===== src/rtl/pwd_pkg.sv =====
package pwd_pkg;

  // Reason reported with a stop request.
  typedef enum logic [2:0] {
    RSN_NONE  = 3'd0,
    RSN_QFULL = 3'd1,
    RSN_4K    = 3'd2,
    RSN_PAGE  = 3'd3,
    RSN_LINE  = 3'd4
  } reason_e;

  // Burst tracking state.
  typedef enum logic [1:0] {
    ST_IDLE = 2'd0,
    ST_RUN  = 2'd1,
    ST_STOP = 2'd2
  } burst_st_e;

  // Width of the cache line size setting.
  localparam int CLS_W = 8;

  // Boundary flags collected for one data phase.
  typedef struct packed {
    logic end_4k;
    logic end_page;
    logic end_line;
  } bound_t;

endpackage


===== src/rtl/pwd_cls_decode.sv =====
module pwd_cls_decode
  import pwd_pkg::*;
#(
  parameter int ADDR_W        = 30,
  parameter int LINE_MIN_LOG2 = 3,
  parameter int N_SIZES       = 3
) (
  input  logic [CLS_W-1:0]  cls_i,
  output logic              valid_o,
  output logic [ADDR_W-1:0] mask_o
);

  logic [N_SIZES-1:0]             match;
  logic [N_SIZES-1:0][ADDR_W-1:0] size_mask;

  // One comparator per supported line size.
  for (genvar g = 0; g < N_SIZES; g++) begin : g_size
    localparam int SZ = 1 << (LINE_MIN_LOG2 + g);
    assign match[g]     = (cls_i == CLS_W'(SZ));
    assign size_mask[g] = ADDR_W'(SZ - 1);
  end

  always_comb begin
    mask_o = '0;
    for (int i = 0; i < N_SIZES; i++) begin
      if (match[i]) mask_o = mask_o | size_mask[i];
    end
  end

  assign valid_o = |match;

endmodule


===== src/rtl/pwd_bound_detect.sv =====
module pwd_bound_detect
  import pwd_pkg::*;
#(
  parameter int ADDR_W        = 30,
  parameter int KB4_LOG2      = 10,
  parameter int PSEL_W        = 3,
  parameter int PAGE_MIN_LOG2 = 4
) (
  input  logic [ADDR_W-1:0] addr_i,
  input  logic              win_i,
  input  logic [PSEL_W-1:0] psel_i,
  input  logic              line_ok_i,
  input  logic [ADDR_W-1:0] line_mask_i,
  output bound_t            bound_o
);

  localparam int N_PAGE = 1 << PSEL_W;

  logic [N_PAGE-1:0] pg_end;

  // Last-dword detector for each selectable page size.
  for (genvar g = 0; g < N_PAGE; g++) begin : g_page
    localparam int LG = PAGE_MIN_LOG2 + g;
    assign pg_end[g] = &addr_i[LG-1:0];
  end

  always_comb begin
    bound_o.end_4k   = &addr_i[KB4_LOG2-1:0];
    bound_o.end_page = win_i & pg_end[psel_i];
    bound_o.end_line = line_ok_i & ((addr_i & line_mask_i) == line_mask_i);
  end

endmodule


===== src/rtl/pwd_rule_arb.sv =====
module pwd_rule_arb
  import pwd_pkg::*;
#(
  parameter int FREE_W = 7
) (
  input  bound_t            bound_i,
  input  logic              mwi_i,
  input  logic              cl_en_i,
  input  logic [FREE_W-1:0] free_i,
  input  logic [CLS_W-1:0]  cls_i,
  output reason_e           reason_o
);

  localparam int CMP_W = (FREE_W > CLS_W) ? FREE_W : CLS_W;

  logic [CMP_W-1:0] free_ext;
  logic [CMP_W-1:0] cls_ext;
  logic             qfull;
  logic             short_line;
  logic             line_rule;

  assign free_ext   = CMP_W'(free_i);
  assign cls_ext    = CMP_W'(cls_i);
  assign qfull      = (free_i <= FREE_W'(1));
  assign short_line = (free_ext <= cls_ext);

  // Plain writes honour the enable; MWI watches remaining space instead.
  assign line_rule = bound_i.end_line & (mwi_i ? short_line : cl_en_i);

  always_comb begin
    if (qfull)                 reason_o = RSN_QFULL;
    else if (bound_i.end_4k)   reason_o = RSN_4K;
    else if (bound_i.end_page) reason_o = RSN_PAGE;
    else if (line_rule)        reason_o = RSN_LINE;
    else                       reason_o = RSN_NONE;
  end

endmodule


===== src/rtl/pwd_burst_ctl.sv =====
module pwd_burst_ctl
  import pwd_pkg::*;
#(
  parameter int PSEL_W = 3
) (
  input  logic              clk,
  input  logic              rst_n,
  input  logic              beat_vld_i,
  input  logic              beat_first_i,
  input  logic              cmd_mwi_i,
  input  logic              up_win_i,
  input  logic [PSEL_W-1:0] page_sel_i,
  input  logic              hit_i,
  output logic              accept_o,
  output logic              eff_mwi_o,
  output logic              eff_win_o,
  output logic [PSEL_W-1:0] eff_psel_o,
  output logic              att_mwi_o,
  output burst_st_e         st_o
);

  burst_st_e         st_q, st_d;
  logic              mwi_q, mwi_d;
  logic              win_q, win_d;
  logic [PSEL_W-1:0] psel_q, psel_d;
  logic              load;

  assign load     = beat_vld_i & beat_first_i;
  assign accept_o = beat_vld_i & (beat_first_i | (st_q == ST_RUN));

  // First phase uses its own attributes; later phases use the held copy.
  assign eff_mwi_o  = beat_first_i ? cmd_mwi_i  : mwi_q;
  assign eff_win_o  = beat_first_i ? up_win_i   : win_q;
  assign eff_psel_o = beat_first_i ? page_sel_i : psel_q;

  always_comb begin
    st_d = st_q;
    if (accept_o) begin
      st_d = hit_i ? ST_STOP : ST_RUN;
    end
  end

  always_comb begin
    mwi_d  = mwi_q;
    win_d  = win_q;
    psel_d = psel_q;
    if (load) begin
      mwi_d  = cmd_mwi_i;
      win_d  = up_win_i;
      psel_d = page_sel_i;
    end
  end

  always_ff @(posedge clk or negedge rst_n) begin
    if (!rst_n) begin
      st_q   <= ST_IDLE;
      mwi_q  <= 1'b0;
      win_q  <= 1'b0;
      psel_q <= '0;
    end else begin
      st_q   <= st_d;
      mwi_q  <= mwi_d;
      win_q  <= win_d;
      psel_q <= psel_d;
    end
  end

  assign att_mwi_o = mwi_q;
  assign st_o      = st_q;

endmodule


===== src/rtl/pw_disconnect.sv =====
module pw_disconnect
  import pwd_pkg::*;
#(
  parameter int ADDR_W        = 30,
  parameter int KB4_LOG2      = 10,
  parameter int PSEL_W        = 3,
  parameter int PAGE_MIN_LOG2 = 4,
  parameter int LINE_MIN_LOG2 = 3,
  parameter int N_LINE_SIZES  = 3,
  parameter int QDEPTH        = 64,
  parameter int FREE_W        = $clog2(QDEPTH + 1)
) (
  input  logic              clk,
  input  logic              rst_n,
  input  logic              beat_vld_i,
  input  logic              beat_first_i,
  input  logic [ADDR_W-1:0] addr_i,
  input  logic              cmd_mwi_i,
  input  logic              up_win_i,
  input  logic [PSEL_W-1:0] page_sel_i,
  input  logic [CLS_W-1:0]  cls_i,
  input  logic              cl_disc_en_i,
  input  logic [FREE_W-1:0] free_cnt_i,
  output logic              disc_o,
  output logic [2:0]        reason_o
);

  // Reset: asserted asynchronously, released on a clock edge.
  logic [1:0] rst_pipe;
  logic       rst_sync_n;

  always_ff @(posedge clk or negedge rst_n) begin
    if (!rst_n) rst_pipe <= 2'b00;
    else        rst_pipe <= {rst_pipe[0], 1'b1};
  end
  assign rst_sync_n = rst_pipe[1];

  logic              line_ok;
  logic [ADDR_W-1:0] line_mask;
  bound_t            bound;
  reason_e           reason_c;
  logic              hit_c;
  logic              accept;
  logic              eff_mwi;
  logic              eff_win;
  logic [PSEL_W-1:0] eff_psel;
  logic              att_mwi;
  burst_st_e         burst_st;

  pwd_cls_decode #(
    .ADDR_W(ADDR_W), .LINE_MIN_LOG2(LINE_MIN_LOG2), .N_SIZES(N_LINE_SIZES)
  ) u_cls (
    .cls_i(cls_i), .valid_o(line_ok), .mask_o(line_mask)
  );

  pwd_bound_detect #(
    .ADDR_W(ADDR_W), .KB4_LOG2(KB4_LOG2), .PSEL_W(PSEL_W), .PAGE_MIN_LOG2(PAGE_MIN_LOG2)
  ) u_bound (
    .addr_i(addr_i), .win_i(eff_win), .psel_i(eff_psel),
    .line_ok_i(line_ok), .line_mask_i(line_mask), .bound_o(bound)
  );

  pwd_rule_arb #(.FREE_W(FREE_W)) u_arb (
    .bound_i(bound), .mwi_i(eff_mwi), .cl_en_i(cl_disc_en_i),
    .free_i(free_cnt_i), .cls_i(cls_i), .reason_o(reason_c)
  );

  assign hit_c = (reason_c != RSN_NONE);

  pwd_burst_ctl #(.PSEL_W(PSEL_W)) u_ctl (
    .clk(clk), .rst_n(rst_sync_n),
    .beat_vld_i(beat_vld_i), .beat_first_i(beat_first_i),
    .cmd_mwi_i(cmd_mwi_i), .up_win_i(up_win_i), .page_sel_i(page_sel_i),
    .hit_i(hit_c), .accept_o(accept),
    .eff_mwi_o(eff_mwi), .eff_win_o(eff_win), .eff_psel_o(eff_psel),
    .att_mwi_o(att_mwi), .st_o(burst_st)
  );

  // Output register: next-state logic, then flops.
  logic    disc_q, disc_d;
  reason_e reason_q, reason_d;

  always_comb begin
    disc_d   = 1'b0;
    reason_d = RSN_NONE;
    if (accept && hit_c) begin
      disc_d   = 1'b1;
      reason_d = reason_c;
    end
  end

  always_ff @(posedge clk or negedge rst_sync_n) begin
    if (!rst_sync_n) begin
      disc_q   <= 1'b0;
      reason_q <= RSN_NONE;
    end else begin
      disc_q   <= disc_d;
      reason_q <= reason_d;
    end
  end

  assign disc_o   = disc_q;
  assign reason_o = reason_q;

endmodule


===== config.mk =====
export PLATFORM = sky130hd
export DESIGN_NAME = pw_disconnect
export DESIGN_NICKNAME = d
export VERILOG_FILES = /design/src/rtl/pwd_pkg.sv /design/src/rtl/pwd_cls_decode.sv /design/src/rtl/pwd_bound_detect.sv /design/src/rtl/pwd_rule_arb.sv /design/src/rtl/pwd_burst_ctl.sv /design/src/rtl/pw_disconnect.sv
export SDC_FILE = /design/constraint.sdc
export NUM_CORES = 1
export LEC_CHECK = 0
export BUFFER_PORTS_ARGS = -buffer_cell sky130_fd_sc_hd__buf_2
export CORE_AREA = 2 2 59 61
export CTS_BUF_LIST = sky130_fd_sc_hd__clkbuf_16
export CTS_CLUSTER_DIAMETER = 120
export CTS_CLUSTER_SIZE = 20
export DETAILED_ROUTE_END_ITERATION = 6
export DIE_AREA = 0 0 61 63
export PLACE_DENSITY = 0.58
export REMOVE_ABC_BUFFERS = 1
export SYNTH_ARGS = -nofsm -noshare
export SYNTH_HDL_FRONTEND = slang
export SYNTH_SLANG_ARGS = --single-unit

===== constraint.sdc =====
create_clock -name clk -period 0.9 [get_ports clk]
set_input_delay 0.09 -clock clk [delete_from_list [all_inputs] [get_ports clk]]
set_output_delay 0.09 -clock clk [all_outputs]
set_load 0.02 [all_outputs]

==> results of run 1 <==
==> cell usage in the layout (no fill, tap or decap), types with 3 or more instances in the layout <==
cell type,instances
nor2_1,6
a21oi_1,4
mux2_1,7
inv_1,8
dfrtp_1,13
buf_4,17
ha_1,7
nand3_1,3
o21ai_0,3
o211ai_1,3
nand2_1,3
buf_2,38
clkbuf_16,3
==> critical path, cell delays in order, from the launching register on <==
cell	delay, ns
dfrtp_1	0.37
nor2b_4	0.13
a21o_1	0.17
a2111oi_4	0.38
a21boi_2	0.15
nor3b_4	0.18
==> cells in the mapped netlist (all sizes together), types with 3 or more instances <==
| library cell | count |
|---|---|
| inv | 7 |
| dfrtp | 13 |
| nand3 | 3 |
| o21ai | 5 |
| nor2b | 3 |
| o211ai | 3 |
| a21oi | 5 |
| nand2 | 4 |
| ha | 7 |
| nor2 | 6 |
| mux2 | 7 |
==> power by group <==
group / total (mW) / leakage [nW] / switching [mW] / internal (mW)
sequential: 0.667 / 0.161 / 0.0396 / 0.627
clock: 0.800 / 0.0423 / 0.217 / 0.583
combinational: 0.424 / 0.498 / 0.192 / 0.232
total: 1.89 / 0.701 / 0.449 / 1.44
==> per-layer routing <==
metal  up-vias  wire [µm]  GRT usage, %
li1        475          -             -
met1       419        964          15.7
met2        27       1190          22.4
met3         3        119          3.73
met4         0          9          3.26
met5         -          0             0
==> stage by stage <==
| stage | instances | hold slack, ns | setup slack, ns | instance area [µm²] |
|---|---|---|---|---|
| after floorplan | 93 | -0.206 | -0.585 | 926 |
| after global placement | 195 | -0.126 | -0.636 | 1320 |
| after detailed placement | 195 | -0.122 | -0.668 | 1320 |
| after CTS | 200 | 0.0860 | -0.644 | 1420 |
| after global routing | 200 | 0.103 | -0.741 | 1440 |
| final | 200 | 0.0850 | -0.610 | 1440 |
==> cells by family (layout without fill, tap and decap cells) <==
kind of cell	Yosys count	after routing
simple gates	30	30
compound gates	26	26
flops	13	13
mux	9	9
buf+inv	8	68
fa+ha+maj	7	7
other cells	1	1
==> cell type report <==
class	instances	area, µm²	share of cell area (%)
multi-input combinational	73	606	42.0
timing repair buffer	57	348	24.1
sequential	13	325	22.6
clock buffer	3	75.1	5.21
tap	46	57.6	3.99
inverter	7	26.3	1.82
clock inverter	1	3.75	0.260
==> how the worst min path moves through the flow <==
stage	to	slack, ns	cells past startpoint
finish	u_ctl.win_q	0.09	2
global route	u_ctl.att_mwi_o	0.10	2
CTS	u_ctl.win_q	0.09	2
detailed placement	rst_pipe[0]	-0.12	1
global placement	rst_pipe[0]	-0.13	1
floorplan	rst_pipe[0]	-0.21	0
==> sequential cells by signal, indices dropped and copies added, names as in the netlist <==
signal	flops
disc_o	1
u_ctl.att_mwi_o	1
u_ctl.st_o	2
reason_o	3
u_ctl.win_q	1
u_ctl.psel_q	3
rst_pipe	2
==> repair_timing <==
item	4_1_cts	5_1_grt
pin swaps	8	4
gates resized for setup	3	6
endpoints found under the hold margin	2	0
hold buffers	1	0
setup endpoints to repair	10	10
==> impl_results.md, run 1 <==
* Clock sink total at 13
* P&R area growth vs syn at 53.8%
* Synth warn at 0
* Post-synth top area share at 34.7%
* Post-Synth Adder-Cell Area at 9.35%
* R2R Path Start: u_ctl.psel_q[0]
* Hold Fails Final Rpt at 0
* Initial drt markers at 38
* Fin crit share at 168%
* Leak Pwr at 0.701 nW
* Share of post-route cells with drive strength above 1 at 44.8%
* Routed WL at 2.28 mm
* Violated checks: setup timing
* Post-synth EDFFs at 0
* Cell variety after synth at 38
* GR Overflow Total at 0
* Hold Startpoint: up_win_i
* Final Setup Violations at 6
* Synth area leaders: dfrtp_1 (35%), ha_1 (9.3%), mux2_1 (8.4%)
* Pwr Density at 1310 nW/µm²
* RSZ-0062 raised after global routing: yes
* Post-DRT Antenna Nets at 0
* Core area at 3230 µm²
* Max-cap violations at 0
* PortBufs at 39
* Post-CTS setup buffer count at 0
* FMAX at 662 MHz
* Critical path origin: u_ctl.psel_q[0]
* Die area at 3840 µm²
* Worst R2R Setup Slack at -0.61 ns
* Peak supply drop at 0.000634 V
* Syn_area_per_cell at 9.97 µm²
* Yosys reg bits at 13
* Clock transition at path regs at 0.04 ns
* Antenna Cells at 0
* CP Max Fanout at 5
* Clk_lat worst skew at 0.24 ns
* First-pass GRT wire length at 3.83 mm
* Sequential share of the synthesized area at 34.7%
* Critical Path End: reason_o[2]
* Largest net degree at the start of global routing at 12
* Initial core utilization at 29.0%
* Compound-Gate Fraction of Synth Area at 22.0%
* Synth Flop Type: dfrtp_1
* Post-Synthesis Cells at 94
* WP data arrival at 1.62 ns
* Vias in the first global route at 928
* Post-route minimum period at 1.51 ns
* Routed len/inst at 11.4 µm
* HP Class: input pin to flop
* Initial antenna violation count at 0
* Total GRT Usage at 13.1%
* Async S/R FF share, synth at 100%
* CTS Buf Count at 3
* CTS root buf: clkbuf_16
* CP required at 1.01 ns
* Status: finished with violations
* Vias at 924
* Drt pass-1 iters at 6
* Vias per cell at 4.62
* TritonCTS clock tree: yes
* Fill count at 310
* Post-Synth Simple-Gate Area at 17.6%
* Tot Pwr at 1.89 mW
* Worst-case clock buffer depth at 2
* Die H at 63 µm
* HPWL after detailed placement at 1.95 mm
* Number of cell rows at 21
* Synth area leader: dfrtp_1
* R2R Path End: reason_o[2]
* R2R depth at 5
* Ports at 59
* CP endpoint kind: flop
* Util after Layout at 44.6%
* GP Congestion at 0.815
* Final Max Slew Viols at 0
* Worst setup margin at -0.610 ns
* Largest family of logic cells by synthesized area: compound AO/OA/AOI/OAI gates
* Htree depth at 1
* Critical path class: flop to flop
* DRC Markers at 0
* Final nets at 217
* Clock skew at 0.00162 ns
* Mapped cell area at 937 µm²
* Setup tns final at -3.49 ns
* Multiplexer share of the synthesized area at 11.9%
* Xor-xnor portion of the synthesized cell area at 0%
* Crit start category: flop
* Die width at 61 µm
No activity file was read; power rests on OpenSTA's default activity.
==> run 2, diff against run 1 <==
--- a/config.mk
+++ b/config.mk
@@ -8,3 +8,5 @@
 export BUFFER_PORTS_ARGS = -buffer_cell sky130_fd_sc_hd__buf_2
-export CORE_AREA = 2 2 59 61
+export CELL_PAD_IN_SITES_DETAIL_PLACEMENT = 0
+export CELL_PAD_IN_SITES_GLOBAL_PLACEMENT = 2
+export CORE_AREA = 2 2 65 67
 export CTS_BUF_LIST = sky130_fd_sc_hd__clkbuf_16
@@ -13,4 +15,4 @@
 export DETAILED_ROUTE_END_ITERATION = 6
-export DIE_AREA = 0 0 61 63
-export PLACE_DENSITY = 0.58
+export DIE_AREA = 0 0 67 69
+export PLACE_DENSITY = 0.81
 export REMOVE_ABC_BUFFERS = 1
--- a/constraint.sdc
+++ b/constraint.sdc
@@ -3,2 +3,2 @@
 set_output_delay 0.09 -clock clk [all_outputs]
-set_load 0.02 [all_outputs]
+set_load 0.01 [all_outputs]
==> run 2 against run 1 <==
  * The flow still finishes with violations (setup timing)
  * Sequential share of layout area fell by 0.57 points
  * Utilization fell by 6.8 points
  * Maximum frequency fell by 0.37%
  * First-iteration DRC count fell by 26%
  * Power rose by 2.2%
  * Flip-flop and latch count did not move
  * Critical endpoint is now u_ctl.st_o[1]
  * Largest power group unchanged
  * Highest routed layer unchanged
==> impl_results.md, run 2 (synthesis results as in run 1) <==
* Vias in the first global route at 1074 (was 928)
* Die width at 67 µm (was 61 µm)
* First-pass GRT wire length at 4.47 mm (was 3.83 mm)
* Util after Layout at 37.8% (was 44.6%)
* Final Max Slew Viols at 0 (unchanged)
* CP max stage delay at 0.38 ns (about the same)
* Vias per cell at 4.69 (was 4.62)
* Violated checks: setup timing (unchanged)
* Hold Startpoint: up_win_i (unchanged)
* CP Cell Sequence: nor2b_4 -> a21o_1 -> a2111oi_4 -> a21boi_2 -> a32oi_1 (was nor2b_4 -> a21o_1 -> a2111oi_4 -> a21boi_2 -> nor3b_4)
* Pre-CTS WS at -0.668 ns (about the same)
* Multi-input logic area at 608 µm² (was 606 µm²)
* Crit start category: flop (unchanged)
* Routed WL at 2.64 mm (was 2.28 mm)
* R2R Path Start: u_ctl.psel_q[0] (unchanged)
* PortBufs at 39 (unchanged)
* CTS root buf: clkbuf_16 (unchanged)
* Routed len/inst at 12.7 µm (was 11.4 µm)
* Pwr Density at 1310 nW/µm² (about the same)
* Final Instance Area at 1480 µm² (was 1440 µm²)
* Max-cap violations at 0 (unchanged)
* Placed cell areas at 1350 µm² (was 1320 µm²)
* Total number of cells along the worst setup path at 5 (unchanged)
* Worst setup margin at -0.616 ns (was -0.610 ns)
* Ports at 59 (unchanged)
* Core area at 3910 µm² (was 3230 µm²)
* Final Setup Violations at 6 (unchanged)
* Commonest non-fill, non-tap cell in the layout: buf_2 (unchanged)
* Hold Fails Final Rpt at 0 (unchanged)
* Share of post-route cells with drive strength above 1 at 47.5% (was 44.8%)
* HPWL after detailed placement at 2.26 mm (was 1.95 mm)
* Drt pass-1 iters at 4 (was 6)
* Post-route minimum period at 1.52 ns (was 1.51 ns)
* Status: finished with violations (unchanged)
* Final nets at 221 (was 217)
* FMAX at 660 MHz (was 662 MHz)
* CP endpoint kind: flop (unchanged)
* Clk_lat worst skew at 0.24 ns (about the same)
* Most frequent cells in the layout: buf_2 (38), buf_4 (21), dfrtp_1 (13) (was buf_2 (38), buf_4 (17), dfrtp_1 (13))
* Top sig layer: met4 (unchanged)
* R2R depth at 5 (unchanged)
* WP data arrival at 1.66 ns (was 1.62 ns)
* Worst-case clock buffer depth at 2 (unchanged)
* TritonCTS clock tree: yes (unchanged)
* Critical path origin: u_ctl.psel_q[0] (unchanged)
* Initial antenna violation count at 0 (unchanged)
* DRC Markers at 0 (unchanged)
* Register Area at 325 µm² (unchanged)
* Largest net degree at the start of global routing at 12 (unchanged)
* Critical path class: flop to flop (unchanged)
* CTS Buf Count at 3 (unchanged)
* Met3 wire len at 151 µm (was 119 µm)
* GR Overflow Total at 0 (unchanged)
* Total GRT Usage at 12.3% (was 13.1%)
* Die area at 4620 µm² (was 3840 µm²)
* Number of cell rows at 23 (was 21)
* Initial drt markers at 28 (was 38)
* Fin crit share at 168% (about the same)
* Initial core utilization at 23.9% (was 29.0%)
* CP required at 1.05 ns (was 1.01 ns)
* RSZ-0062 raised after global routing: yes (unchanged)
* GP Congestion at 0.728 (was 0.815)
* HP Class: input pin to flop (unchanged)
* Wl on met1 at 978 µm (was 964 µm)
* Leak Pwr at 0.727 nW (was 0.701 nW)
* CP Max Fanout at 5 (unchanged)
* CP top delay family: compound AO/OA/AOI/OAI gates (unchanged)
* Clock sink total at 13 (unchanged)
* Vias at 975 (was 924)
* Post-DRT Antenna Nets at 0 (unchanged)
* Die H at 69 µm (was 63 µm)
* Buf+Inv Stages, Crit Path at 0 (unchanged)
* Clock transition at path regs at 0.04 ns (about the same)
* Htree depth at 1 (unchanged)
* Antenna Cells at 0 (unchanged)
* Peak supply drop at 0.000886 V (was 0.000634 V)
* Clock skew at 0.000853 ns (was 0.00162 ns)
* Worst path slowest cell: a2111oi_4 (unchanged)
* Met2 WL at 1.48 mm (was 1.19 mm)
* P&R area growth vs syn at 57.8% (was 53.8%)
* Fill count at 421 (was 310)
* Worst Hold Depth at 2 (unchanged)
## run 2: routing by layer
| layer | up-vias | GRT usage (%) |
|---|---|---|
| met1 | 455 | 12.4 |
| met3 | 4 | 2.77 |
| li1 | 484 | - |
| met5 | - | 0 |
| met2 | 32 | 24.3 |
| met4 | 0 | 2.49 |
## run 2: power breakdown
part | switching, mW | internal [mW]
combinational | 0.201 | 0.252
sequential | 0.0409 | 0.627
clock | 0.228 | 0.584
## run 2: worst reg2reg max path, delay by kind of cell (launching register included)
kind | cells | cell delay (ns)
and+or+nand+nor | 1 | 0.13
DFF | 1 | 0.37
AOI/OAI and AO/OA | 4 | 0.93
## run 2: metrics by stage
| step | TNS, ns | hold WS [ns] | std cells | power (mW) |
|---|---|---|---|---|
| floorplan | -2.99 | -0.206 | 93 | 0.861 |
| global placement | -4.91 | -0.126 | 202 | 1.07 |
| detailed placement | -5.26 | -0.118 | 202 | 1.09 |
| CTS | -3.57 | 0.0787 | 208 | 1.95 |
| global route | -3.99 | 0.0897 | 208 | 2.04 |
| finish | -3.47 | 0.0785 | 208 | 1.93 |
## run 2: path summary, 6_finish.rpt
path,endpoint,slack [ns]
worst max-delay path,u_ctl.st_o[1],-0.62
worst min-delay path,u_ctl.win_q,0.08
worst max register to register,u_ctl.st_o[1],-0.62
worst min register to register,u_ctl.win_q,0.19
max in group asynchronous,reason_o[2],0.40
min in group asynchronous,rst_pipe[0],0.17
## run 2: cell type report
cell class,count,area share [%]
multi-input cells,73,41.1
repair buffers,61,25.5
flip-flops and latches,13,22.0
clock buffers,3,5.08
well taps,50,4.23
inverters,7,1.78
clock inverters,1,0.254
## run 2: repair_timing
item | in CTS | in global routing
gates resized for setup | 8 | 1
setup endpoints to repair | 11 | 6
setup buffers | 1 | 0
endpoints found under the hold margin | 2 | 0
pin swaps | 7 | 2
hold buffers | 1 | 0
==> run 3, diff against run 2 <==
Settings changed: CORE_AREA 2 2 65 67 to 2 2 90 49, DIE_AREA 0 0 67 69 to 0 0 92 51.
==> run 3 against run 2 <==
  * The run still ends with setup timing left
  * Die area up 1.5%
  * Utilization down 1.3 points
  * Maximum frequency down 5.2%
  * Wire length up 2.8%
  * Worst hold slack better by 0.00070 ns
  * Final cell count up 2.9%
  * Global-route usage up 0.62 points
  * Critical path depth unchanged
  * Sequential share of layout area up 0.18 points
  * Flip-flop and latch count unchanged
  * Critical endpoint unchanged
==> impl_results.md, run 3 (synthesis results as in run 1) <==
* Fin Hold WS at 0.0792 ns (was 0.0785 ns)
* HP Class: input pin to flop (unchanged)
* First-pass GRT wire length at 4.67 mm (was 4.47 mm)
* Routed WL at 2.72 mm (was 2.64 mm)
* Die width at 92 µm (was 67 µm)
* CTS root buf: clkbuf_16 (unchanged)
* Commonest non-fill, non-tap cell in the layout: buf_2 (unchanged)
* Worst-case clock buffer depth at 2 (unchanged)
* Share of post-route cells with drive strength above 1 at 47.1% (was 47.5%)
* Clk_lat worst skew at 0.24 ns (about the same)
* DRC Markers at 0 (unchanged)
* CP required at 1.05 ns (about the same)
* CP Max Fanout at 5 (unchanged)
* Peak supply drop at 0.000698 V (was 0.000886 V)
* CTS Buf Count at 3 (unchanged)
* Final nets at 220 (was 221)
* Clock sink total at 13 (unchanged)
* Post-DRT Antenna Nets at 0 (unchanged)
* Tot Pwr at 1.93 mW (about the same)
* WP data arrival at 1.74 ns (was 1.66 ns)
* Fin crit share at 178% (was 168%)
* Placed Cells at 208 (was 202)
* P&R area growth vs syn at 57.1% (was 57.8%)
* Critical path class: flop to flop (unchanged)
* Routed len/inst at 12.7 µm (about the same)
* FMAX at 626 MHz (was 660 MHz)
* Htree depth at 1 (unchanged)
* Die area at 4690 µm² (was 4620 µm²)
* GR Overflow Total at 0 (unchanged)
* Largest net degree at the start of global routing at 12 (unchanged)
* Sw frac at 24.4% (was 24.3%)
* Violated checks: setup timing (unchanged)
* Sw Pwr at 472 µW (was 469 µW)
* Vias in the first global route at 996 (was 1074)
* Clock Power Share at 42.1% (was 42.0%)
* Ports at 59 (unchanged)
* Fin cells at 214 (was 208)
* Vias per cell at 4.41 (was 4.69)
* Clock skew at 0.000627 ns (was 0.000853 ns)
* Crit start category: flop (unchanged)
* CP endpoint kind: flop (unchanged)
* GP Congestion at 0.826 (was 0.728)
* HPWL after detailed placement at 2.33 mm (was 2.26 mm)
* Pwr Density at 1310 nW/µm² (about the same)
* Initial core utilization at 23.2% (was 23.9%)
* Max-cap violations at 0 (unchanged)
* Total GRT Usage at 12.9% (was 12.3%)
* Hold Fails Final Rpt at 0 (unchanged)
* Final Setup Violations at 7 (was 6)
* Core area at 4040 µm² (was 3910 µm²)
* Most frequent cells in the layout: buf_2 (38), buf_4 (18), dfrtp_1 (12) (was buf_2 (38), buf_4 (21), dfrtp_1 (13))
* Drt pass-1 iters at 4 (unchanged)
* Clock transition at path regs at 0.04 ns (about the same)
* Vias at 944 (was 975)
* Final Max Slew Viols at 0 (unchanged)
* Util after Layout at 36.4% (was 37.8%)
* TritonCTS clock tree: yes (unchanged)
* RSZ-0062 raised after global routing: yes (unchanged)
* PortBufs at 39 (unchanged)
* Worst setup margin at -0.698 ns (was -0.616 ns)
* Post-route minimum period at 1.60 ns (was 1.52 ns)
* Status: finished with violations (unchanged)
* Antenna Cells at 0 (unchanged)
* Initial drt markers at 105 (was 28)
* Leak Pwr at 0.714 nW (was 0.727 nW)
* Number of cell rows at 17 (was 23)
* Power Internal at 1.46 mW (about the same)
* Die H at 51 µm (was 69 µm)
* Sequential fraction of design power at 34.6% (about the same)
* Initial antenna violation count at 0 (unchanged)
* Logic pwr share at 23.3% (was 23.4%)
-- run 3: cell type report --
type | instances | area [µm²]
Multi-Input combinational cell | 73 | 604
Sequential cell | 13 | 327
Tap cell | 57 | 71.3
Clock buffer | 3 | 75.1
Timing Repair Buffer | 60 | 365
Inverter | 7 | 26.3
Fill cell | 425 | 2570
Clock inverter | 1 | 3.75
-- run 3: worst paths after layout --
check                                start              end  slack (ns)  depth (start not counted)
hold reg to reg                rst_pipe[1]           disc_o        0.18                          0
max in group asynchronous      rst_pipe[1]  u_ctl.psel_q[1]        0.38                          0
min in group asynchronous            rst_n      rst_pipe[1]        0.16                          2
setup reg to reg           u_ctl.psel_q[0]    u_ctl.st_o[1]       -0.70                          5
hold / removal                    up_win_i      u_ctl.win_q        0.08                          2
setup / recovery           u_ctl.psel_q[0]    u_ctl.st_o[1]       -0.70                          5
-- run 3: repair_timing --
item                       in CTS  in global routing
hold endpoints to repair        2                  0
setup buffers                   1                  0
hold buffers                    1                  0
setup endpoints to repair       7                 11
gates resized for setup         3                  8
pin swaps                       4                  3
-- run 3: metal layers --
| metal | wire length (µm) | vias up | track usage, % |
|---|---|---|---|
| met5 | 0 | - | 0 |
| met4 | 14 | 0 | 2.24 |
| met3 | 182 | 2 | 3.98 |
| met2 | 1130 | 28 | 18.9 |
| met1 | 1390 | 431 | 18.8 |
| li1 | - | 483 | - |
-- run 3: critical path, stage by stage, from the launching register on --
cell and delay [ns]:
dfrtp_1 0.38, nor2b_4 0.13, a21o_1 0.18, a2111oi_4 0.40
a21boi_2 0.16, a32oi_2 0.25
-- run 3: power by group through the flow --
stage | Clock [mW] | Sequential, mW | Combinational (mW)
3_3_place_gp | 0 | 0.668 | 0.405
2_1_floorplan | 0 | 0.662 | 0.199
4_1_cts | 0.831 | 0.664 | 0.435
3_5_place_dp | 0 | 0.674 | 0.412
5_1_grt | 0.871 | 0.675 | 0.504
6_report | 0.814 | 0.669 | 0.451
-- run 3: stage by stage --
stage / area [µm²] / setup slack (ns) / setup TNS (ns)
after floorplan: 926 / -0.585 / -2.99
after global placement: 1340 / -0.805 / -5.33
after detailed placement: 1340 / -0.742 / -5.28
after CTS: 1450 / -0.690 / -3.93
after global routing: 1470 / -0.775 / -4.52
final: 1470 / -0.698 / -3.93
